==> config.mk <==
export PLATFORM = sky130hd
export DESIGN_NAME = ring_roster_node
export DESIGN_NICKNAME = d
export VERILOG_FILES = /design/src/rtl/ring_roster_pkg.sv /design/src/rtl/rr_port_arbiter.sv /design/src/rtl/rr_maxcount_table.sv /design/src/rtl/ring_roster_node.sv
export SDC_FILE = /design/constraint.sdc
export NUM_CORES = 2
export LEC_CHECK = 0
export BUFFER_PORTS_ARGS = -buffer_cell sky130_fd_sc_hd__buf_2
export CAP_MARGIN = 5
export CORE_MARGIN = 1
export CORE_UTILIZATION = 56
export DETAILED_ROUTE_END_ITERATION = 8
export MAX_ROUTING_LAYER = met4
export PLACE_DENSITY = 0.8
export REMOVE_ABC_BUFFERS = 1
export SYNTH_ARGS = -nofsm -noshare
export SYNTH_HDL_FRONTEND = slang
export SYNTH_HIERARCHICAL = 1
export SYNTH_SLANG_ARGS = --single-unit
==> constraint.sdc <==
create_clock -name clk -period 11.1 [get_ports clk]
set_input_delay 2.22 -clock clk [delete_from_list [all_inputs] [get_ports clk]]
set_output_delay 2.22 -clock clk [all_outputs]
set_load 0.1 [all_outputs]
==> src/rtl/ring_roster_pkg.sv <==
package ring_roster_pkg;
  localparam int unsigned ID_W  = 8;
  localparam int unsigned CNT_W = 8;

  typedef struct packed {
    logic             wrap;
    logic [ID_W-1:0]  ltx;
    logic [CNT_W-1:0] count;
    logic [ID_W-1:0]  origin;
  } roster_pkt_t;

  localparam int unsigned PKT_W = $bits(roster_pkt_t);
endpackage

==> src/rtl/rr_port_arbiter.sv <==
module rr_port_arbiter #(
  parameter int unsigned NPORTS = 4,
  localparam int unsigned SEL_W = (NPORTS > 1) ? $clog2(NPORTS) : 1
) (
  input  logic [NPORTS-1:0] req,
  input  logic              en,
  output logic [NPORTS-1:0] gnt,
  output logic [SEL_W-1:0]  idx,
  output logic              any
);
  always_comb begin
    gnt = '0;
    idx = '0;
    any = 1'b0;
    for (int p = NPORTS - 1; p >= 0; p--) begin
      if (en && req[p]) begin
        gnt    = '0;
        gnt[p] = 1'b1;
        idx    = SEL_W'(p);
        any    = 1'b1;
      end
    end
  end
endmodule

==> src/rtl/rr_maxcount_table.sv <==
module rr_maxcount_table #(
  parameter int unsigned ID_W  = 8,
  parameter int unsigned CNT_W = 8,
  localparam int unsigned DEPTH = 1 << ID_W
) (
  input  logic             clk,
  input  logic             rst,
  input  logic             clear,
  input  logic             rd_en,
  input  logic [ID_W-1:0]  rd_addr,
  output logic [CNT_W-1:0] rd_data,
  input  logic             we,
  input  logic [ID_W-1:0]  wr_addr,
  input  logic [CNT_W-1:0] wr_data
);
  logic [CNT_W-1:0] mem [DEPTH];
  logic [CNT_W-1:0] mem_q;
  logic [DEPTH-1:0] seen;
  logic             seen_q, hit_q;
  logic [CNT_W-1:0] byp_q;

  // Block-RAM style storage: no reset, registered read
  always_ff @(posedge clk) begin
    if (we) mem[wr_addr] <= wr_data;
    if (rd_en) mem_q <= mem[rd_addr];
  end

  // Entry-written flags give a single-cycle clear of the whole table
  always_ff @(posedge clk) begin
    if (rst || clear) begin
      seen   <= '0;
      seen_q <= 1'b0;
      hit_q  <= 1'b0;
      byp_q  <= '0;
    end else begin
      if (we) seen[wr_addr] <= 1'b1;
      if (rd_en) begin
        hit_q  <= we && (wr_addr == rd_addr);
        seen_q <= seen[rd_addr] || (we && (wr_addr == rd_addr));
        byp_q  <= wr_data;
      end
    end
  end

  assign rd_data = !seen_q ? '0 : (hit_q ? byp_q : mem_q);


  bypass_rd_chk: assert property (@(posedge clk) disable iff (rst)
    (we && rd_en && !clear && (wr_addr == rd_addr)) |=> (rd_data == $past(wr_data)));


  clear_zero_chk: assert property (@(posedge clk) disable iff (rst)
    (clear && !rd_en) |=> (rd_data == '0));
endmodule

==> src/rtl/ring_roster_node.sv <==
module ring_roster_node
  import ring_roster_pkg::*;
#(
  parameter int unsigned NPORTS = 4,
  localparam int unsigned SEL_W = (NPORTS > 1) ? $clog2(NPORTS) : 1
) (
  input  logic                    clk,
  input  logic                    rst,
  input  logic [ID_W-1:0]         my_id,
  input  logic                    roster_start,
  input  logic [NPORTS-1:0]       rx_valid,
  input  logic [NPORTS*PKT_W-1:0] rx_pkt,
  output logic [NPORTS-1:0]       rx_accept,
  output logic                    tx_valid,
  output logic [PKT_W-1:0]        tx_pkt,
  output logic [SEL_W-1:0]        rx_port_sel,
  output logic                    rx_port_locked,
  output logic [NPORTS-1:0]       port_wrap,
  output logic                    purge_node
);
  logic [SEL_W-1:0] g_idx;
  logic             g_any;
  roster_pkt_t      in_pkt;

  rr_port_arbiter #(.NPORTS(NPORTS)) arb_i (
    .req(rx_valid), .en(!roster_start), .gnt(rx_accept), .idx(g_idx), .any(g_any)
  );

  assign in_pkt = roster_pkt_t'(rx_pkt[g_idx*PKT_W +: PKT_W]);

  // Decision stage
  logic             s1_v;
  roster_pkt_t      s1_pkt;
  logic [SEL_W-1:0] s1_port;
  logic [CNT_W-1:0] tbl_max, cnt_inc;
  logic             own, wraps, drop_wrap, upd, fwd, sel_upd, mark_wrap;

  always_comb begin
    cnt_inc   = (s1_pkt.count == {CNT_W{1'b1}}) ? s1_pkt.count : s1_pkt.count + 1'b1;
    own       = (s1_pkt.origin == my_id);
    wraps     = (my_id < s1_pkt.ltx);
    drop_wrap = !own && wraps && s1_pkt.wrap;
    upd       = s1_v && !roster_start && !drop_wrap && (cnt_inc > tbl_max);
    fwd       = upd && !own;
    sel_upd   = upd && own;
    mark_wrap = s1_v && !own && wraps && !s1_pkt.wrap;
  end

  rr_maxcount_table #(.ID_W(ID_W), .CNT_W(CNT_W)) tbl_i (
    .clk(clk), .rst(rst), .clear(roster_start),
    .rd_en(g_any), .rd_addr(in_pkt.origin), .rd_data(tbl_max),
    .we(upd), .wr_addr(s1_pkt.origin), .wr_data(cnt_inc)
  );

  roster_pkt_t tx_q;

  always_ff @(posedge clk) begin
    if (rst) begin
      s1_v           <= 1'b0;
      s1_pkt         <= '0;
      s1_port        <= '0;
      tx_valid       <= 1'b0;
      tx_q           <= '0;
      rx_port_sel    <= '0;
      rx_port_locked <= 1'b0;
      port_wrap      <= '0;
      purge_node     <= 1'b0;
    end else if (roster_start) begin
      s1_v           <= 1'b0;
      tx_valid       <= 1'b1;
      tx_q           <= '{wrap: 1'b0, ltx: my_id, count: '0, origin: my_id};
      rx_port_locked <= 1'b0;
      port_wrap      <= '0;
      purge_node     <= 1'b1;
    end else begin
      s1_v <= g_any;
      if (g_any) begin
        s1_pkt  <= in_pkt;
        s1_port <= g_idx;
      end
      tx_valid <= fwd;
      if (fwd) tx_q <= '{wrap: s1_pkt.wrap | wraps, ltx: my_id, count: cnt_inc, origin: s1_pkt.origin};
      if (sel_upd) begin
        rx_port_sel    <= s1_port;
        rx_port_locked <= 1'b1;
      end
      if (mark_wrap) port_wrap[s1_port] <= 1'b1;
      if (s1_v && (s1_pkt.origin < my_id)) purge_node <= 1'b0;
    end
  end

  assign tx_pkt = tx_q;


  start_emit_chk: assert property (@(posedge clk) disable iff (rst)
    roster_start |=> (tx_valid && !tx_q.wrap && tx_q.count == '0 && tx_q.origin == my_id && purge_node));


  fwd_ltx_chk: assert property (@(posedge clk) disable iff (rst)
    tx_valid |-> (tx_q.ltx == my_id));


  own_never_fwd_chk: assert property (@(posedge clk) disable iff (rst)
    (s1_v && !roster_start && s1_pkt.origin == my_id) |=> !tx_valid);


  accept_order_chk: assert property (@(posedge clk) disable iff (rst)
    (|rx_accept) |-> (((rx_accept & rx_valid) == rx_accept) && (((rx_accept - 1'b1) & rx_valid) == '0)));


  start_blocks_chk: assert property (@(posedge clk) disable iff (rst)
    roster_start |-> (rx_accept == '0));
endmodule

==> results.yml <==
synthesis:
  synth_cell_types: 71
  synthCells: 4579
  ys_seq_elements: 2384
  synth_edf_count: 2056
  async_reset_ff_share_pct: 0
  synth_flop_cell: "edfxtp_1"
  synth_top_area_share_pct: 66.5
  yosys.area.top_type: "edfxtp_1"
  yosysSeqAreaShare_pct: 73.6
  synthTopCellsByArea: "edfxtp_1, mux4_2, dfxtp_1, o21a_1, nor2_1"
  yosysWarnings: 6
  netlist_area_sq_um: 92800
  avgSynthCellArea_sq_um: 20.3
power:
  p_leak_nw: 34.4
  fin_total_pwr_mw: 18.9
  power_density_nw_per_um2: 182
  peakVddDrop_uv: 197
job:
  maxCapViolCount: 0
critical_path:
  cp.arrival_ns: 8.65
  startpoint_type: "input port"
  crit_path_end_kind: "register"
  critPathMaxFanout: 153
  required_ns: 11.72
  crit_type: "in -> reg"
global_routing:
  grt_max_degree: 160
  grt_pass1_vias: 49000
  grt_pass1_wl_mm: 346
  grt_overflow: 0
  track_usage_pct: 29.9
  antenna_found_initial: 16
clock_tree:
  hold_buffers: 0
  tritoncts: "done"
  post_cts_buffers: 0
  clk_path_buf_depth: 3
  cts_repair_resize_count: 0
  clk_pin_slew_ns: 0.06
  numCtsBuffers: 221
  cts_root_buf: "clkbuf_16"
  htree_levels: 4
  clk_latency_ns: 0.89
  cts.sinks: 2384
layout:
  fillerInstances: 10600
  layout_commonest_cell: "edfxtp_1"
  drive_above_1_share_pct: 27.2
  register_area_sq_um: 68300
  multi_input_area_sq_um: 23300
  final_nets: 4899
  layout_common_cells: "edfxtp_1, mux4_2, nor2_1"
  area_growth_pct: 11.6
timing:
  finClkSkew_ns: 0.0745
  worst_slew_pin_slew_ns: 1.39
  max-slew-margin-rel_pct: 7.18
  rsz0062_at_grt: "false"
  finalCritPeriodShare_pct: 72.4
  final_hold_viol_count: 0
  finalWorstSetupSlack_ns: 3.07
  fin_setup_tns_ns: 0
  fmax_mhz: 124
  slew_violations: 0
  post-route-min-period_ns: 8.03
  setup_viol: 0
route:
  wl_per_cell_um: 33.8
  firstDrtPassIters: 8
  via_per_inst: 6.87
  route.met3.wl_mm: 32.6
  drtIter0Drc: 7463
  routed_wl_mm: 242
  drc: 0
  wl_met1_mm: 82.4
  wl_met2_mm: 114
  top_layer_used: "met4"
  num_vias: 49200
  postRouteAntennaNets: 0
placed_design:
  place_congestion: 0.945
  io_buffers: 152
  place_ws_ns: 2.41
  dpl.hpwl_mm: 140
worst_hold_path:
  hold_class: "reg -> reg"
die:
  die_w_um: 409
  row_count: 149
  core_sq_um: 165000
  die_y_um: 409
  start_util_pct: 56.3
  die_area_sq_um: 167000
  io_pins: 153
run_status:
  outcome: "finished clean"
==> critical path, stage by stage <==
cell      delay, ns
buf_2          0.24
clkinv_1       0.46
or3b_1         0.49
nor2_4         0.55
buf_4          0.34
mux4_4         0.98
buf_12         0.70
mux4_2         0.44
mux4_2         0.51
a22oi_1        0.55
a21oi_1        0.33
or4_1          0.55
==> power by group <==
group	internal, mW	total, mW	switching (mW)	leakage, nW
clock	4.38	7.73	3.35	3.62
combinational	0.525	1.37	0.843	7.94
sequential	9.75	9.78	0.0310	22.8
total	14.7	18.9	4.22	34.4
==> cells in the mapped netlist, types with 3 or more instances <==
library cell,count
a211o_1,3
mux4_2,713
nand3_1,40
nand2_1,96
nor2b_1,24
buf_4,12
a211oi_1,4
a22oi_1,65
o31ai_1,8
ha_1,24
dfxtp_1,328
o21ai_0,13
buf_1,23
or4_1,9
nand4_1,19
and3_1,6
xor2_1,8
and2_1,5
inv_1,32
a2111oi_2,6
or2_2,5
xnor2_1,3
mux2_2,8
edfxtp_1,2056
a21oi_1,82
buf_2,68
buf_6,5
o21a_1,246
clkbuf_1,181
nor3_1,16
o22ai_1,9
nor4_1,3
o221ai_1,5
a31oi_1,5
o2111ai_1,9
nor2_1,338
mux2i_1,52
nand2b_1,7
a32o_1,4
==> per-layer routing <==
layer | GRT usage, % | vias up
met5 | - | -
met4 | 14.3 | 0
met3 | 9.29 | 690
met2 | 44.5 | 3651
li1 | - | 19200
met1 | 37.7 | 25600
==> registers in the layout, indices dropped and copies added (netlist names) <==
register and count:
tx_pkt 25, tbl_i/byp_q 8, purge_node 1, tx_valid 1, rx_port_sel 2, rx_port_locked 1
s1_v 1, s1_port 2, tbl_i/seen_q 1, s1_pkt 25, tbl_i/mem_q 8, tbl_i/mem 2048
tbl_i/seen 256, tbl_i/hit_q 1, port_wrap 4
==> per-stage QoR <==
stage / cell area [sq um] / hold WS [ns] / instances / utilization (%)
global placement: 96100 / 0.441 / 6726 / 58.3
global route: 104000 / 0.474 / 7161 / 62.9
floorplan: 91500 / 0.430 / 4290 / -
finish: 104000 / 0.461 / 7163 / 62.9
CTS: 104000 / 0.461 / 7147 / 62.8
detailed placement: 96100 / 0.448 / 6726 / 58.3
==> cell type report <==
class                           instances  area share, %
Multi-Input combinational cell       1872           22.5
Sequential cell                      2384           65.9
Antenna cell                           16         0.0387
Clock buffer                          300           5.87
Timing Repair Buffer                  247           1.59
Tap cell                             2189           2.64
Clock inverter                        121           1.32
Inverter                               34          0.130
==> logic make-up (layout without fill, tap and decap cells) <==
group | after synthesis | count (layout) | synth area share (%)
AO/OA/AOI/OAI | 486 | 486 | 3.83
XOR/XNOR | 11 | 11 | 0.104
adder cells (fa/ha/maj) | 24 | 24 | 0.324
buffers and inverters | 323 | 702 | 1.49
flip-flops | 2384 | 2384 | 73.6
multiplexers | 773 | 773 | 18.0
other | 0 | 16 | 0
AND/OR/NAND/NOR | 578 | 578 | 2.69
==> worst paths after layout <==
path	cells after the start	endpoint	from	slack, ns
worst min register to register	1	tbl_i/seen[31]	tbl_i/seen[31]	0.46
worst max-delay path	12	tbl_i/mem_q[4]	roster_start	3.07
worst min-delay path	1	tbl_i/seen[31]	tbl_i/seen[31]	0.46
worst max register to register	18	tbl_i/mem[165][4]	s1_pkt[8]	4.27
Note: power is estimated with default switching activity, not from simulation.
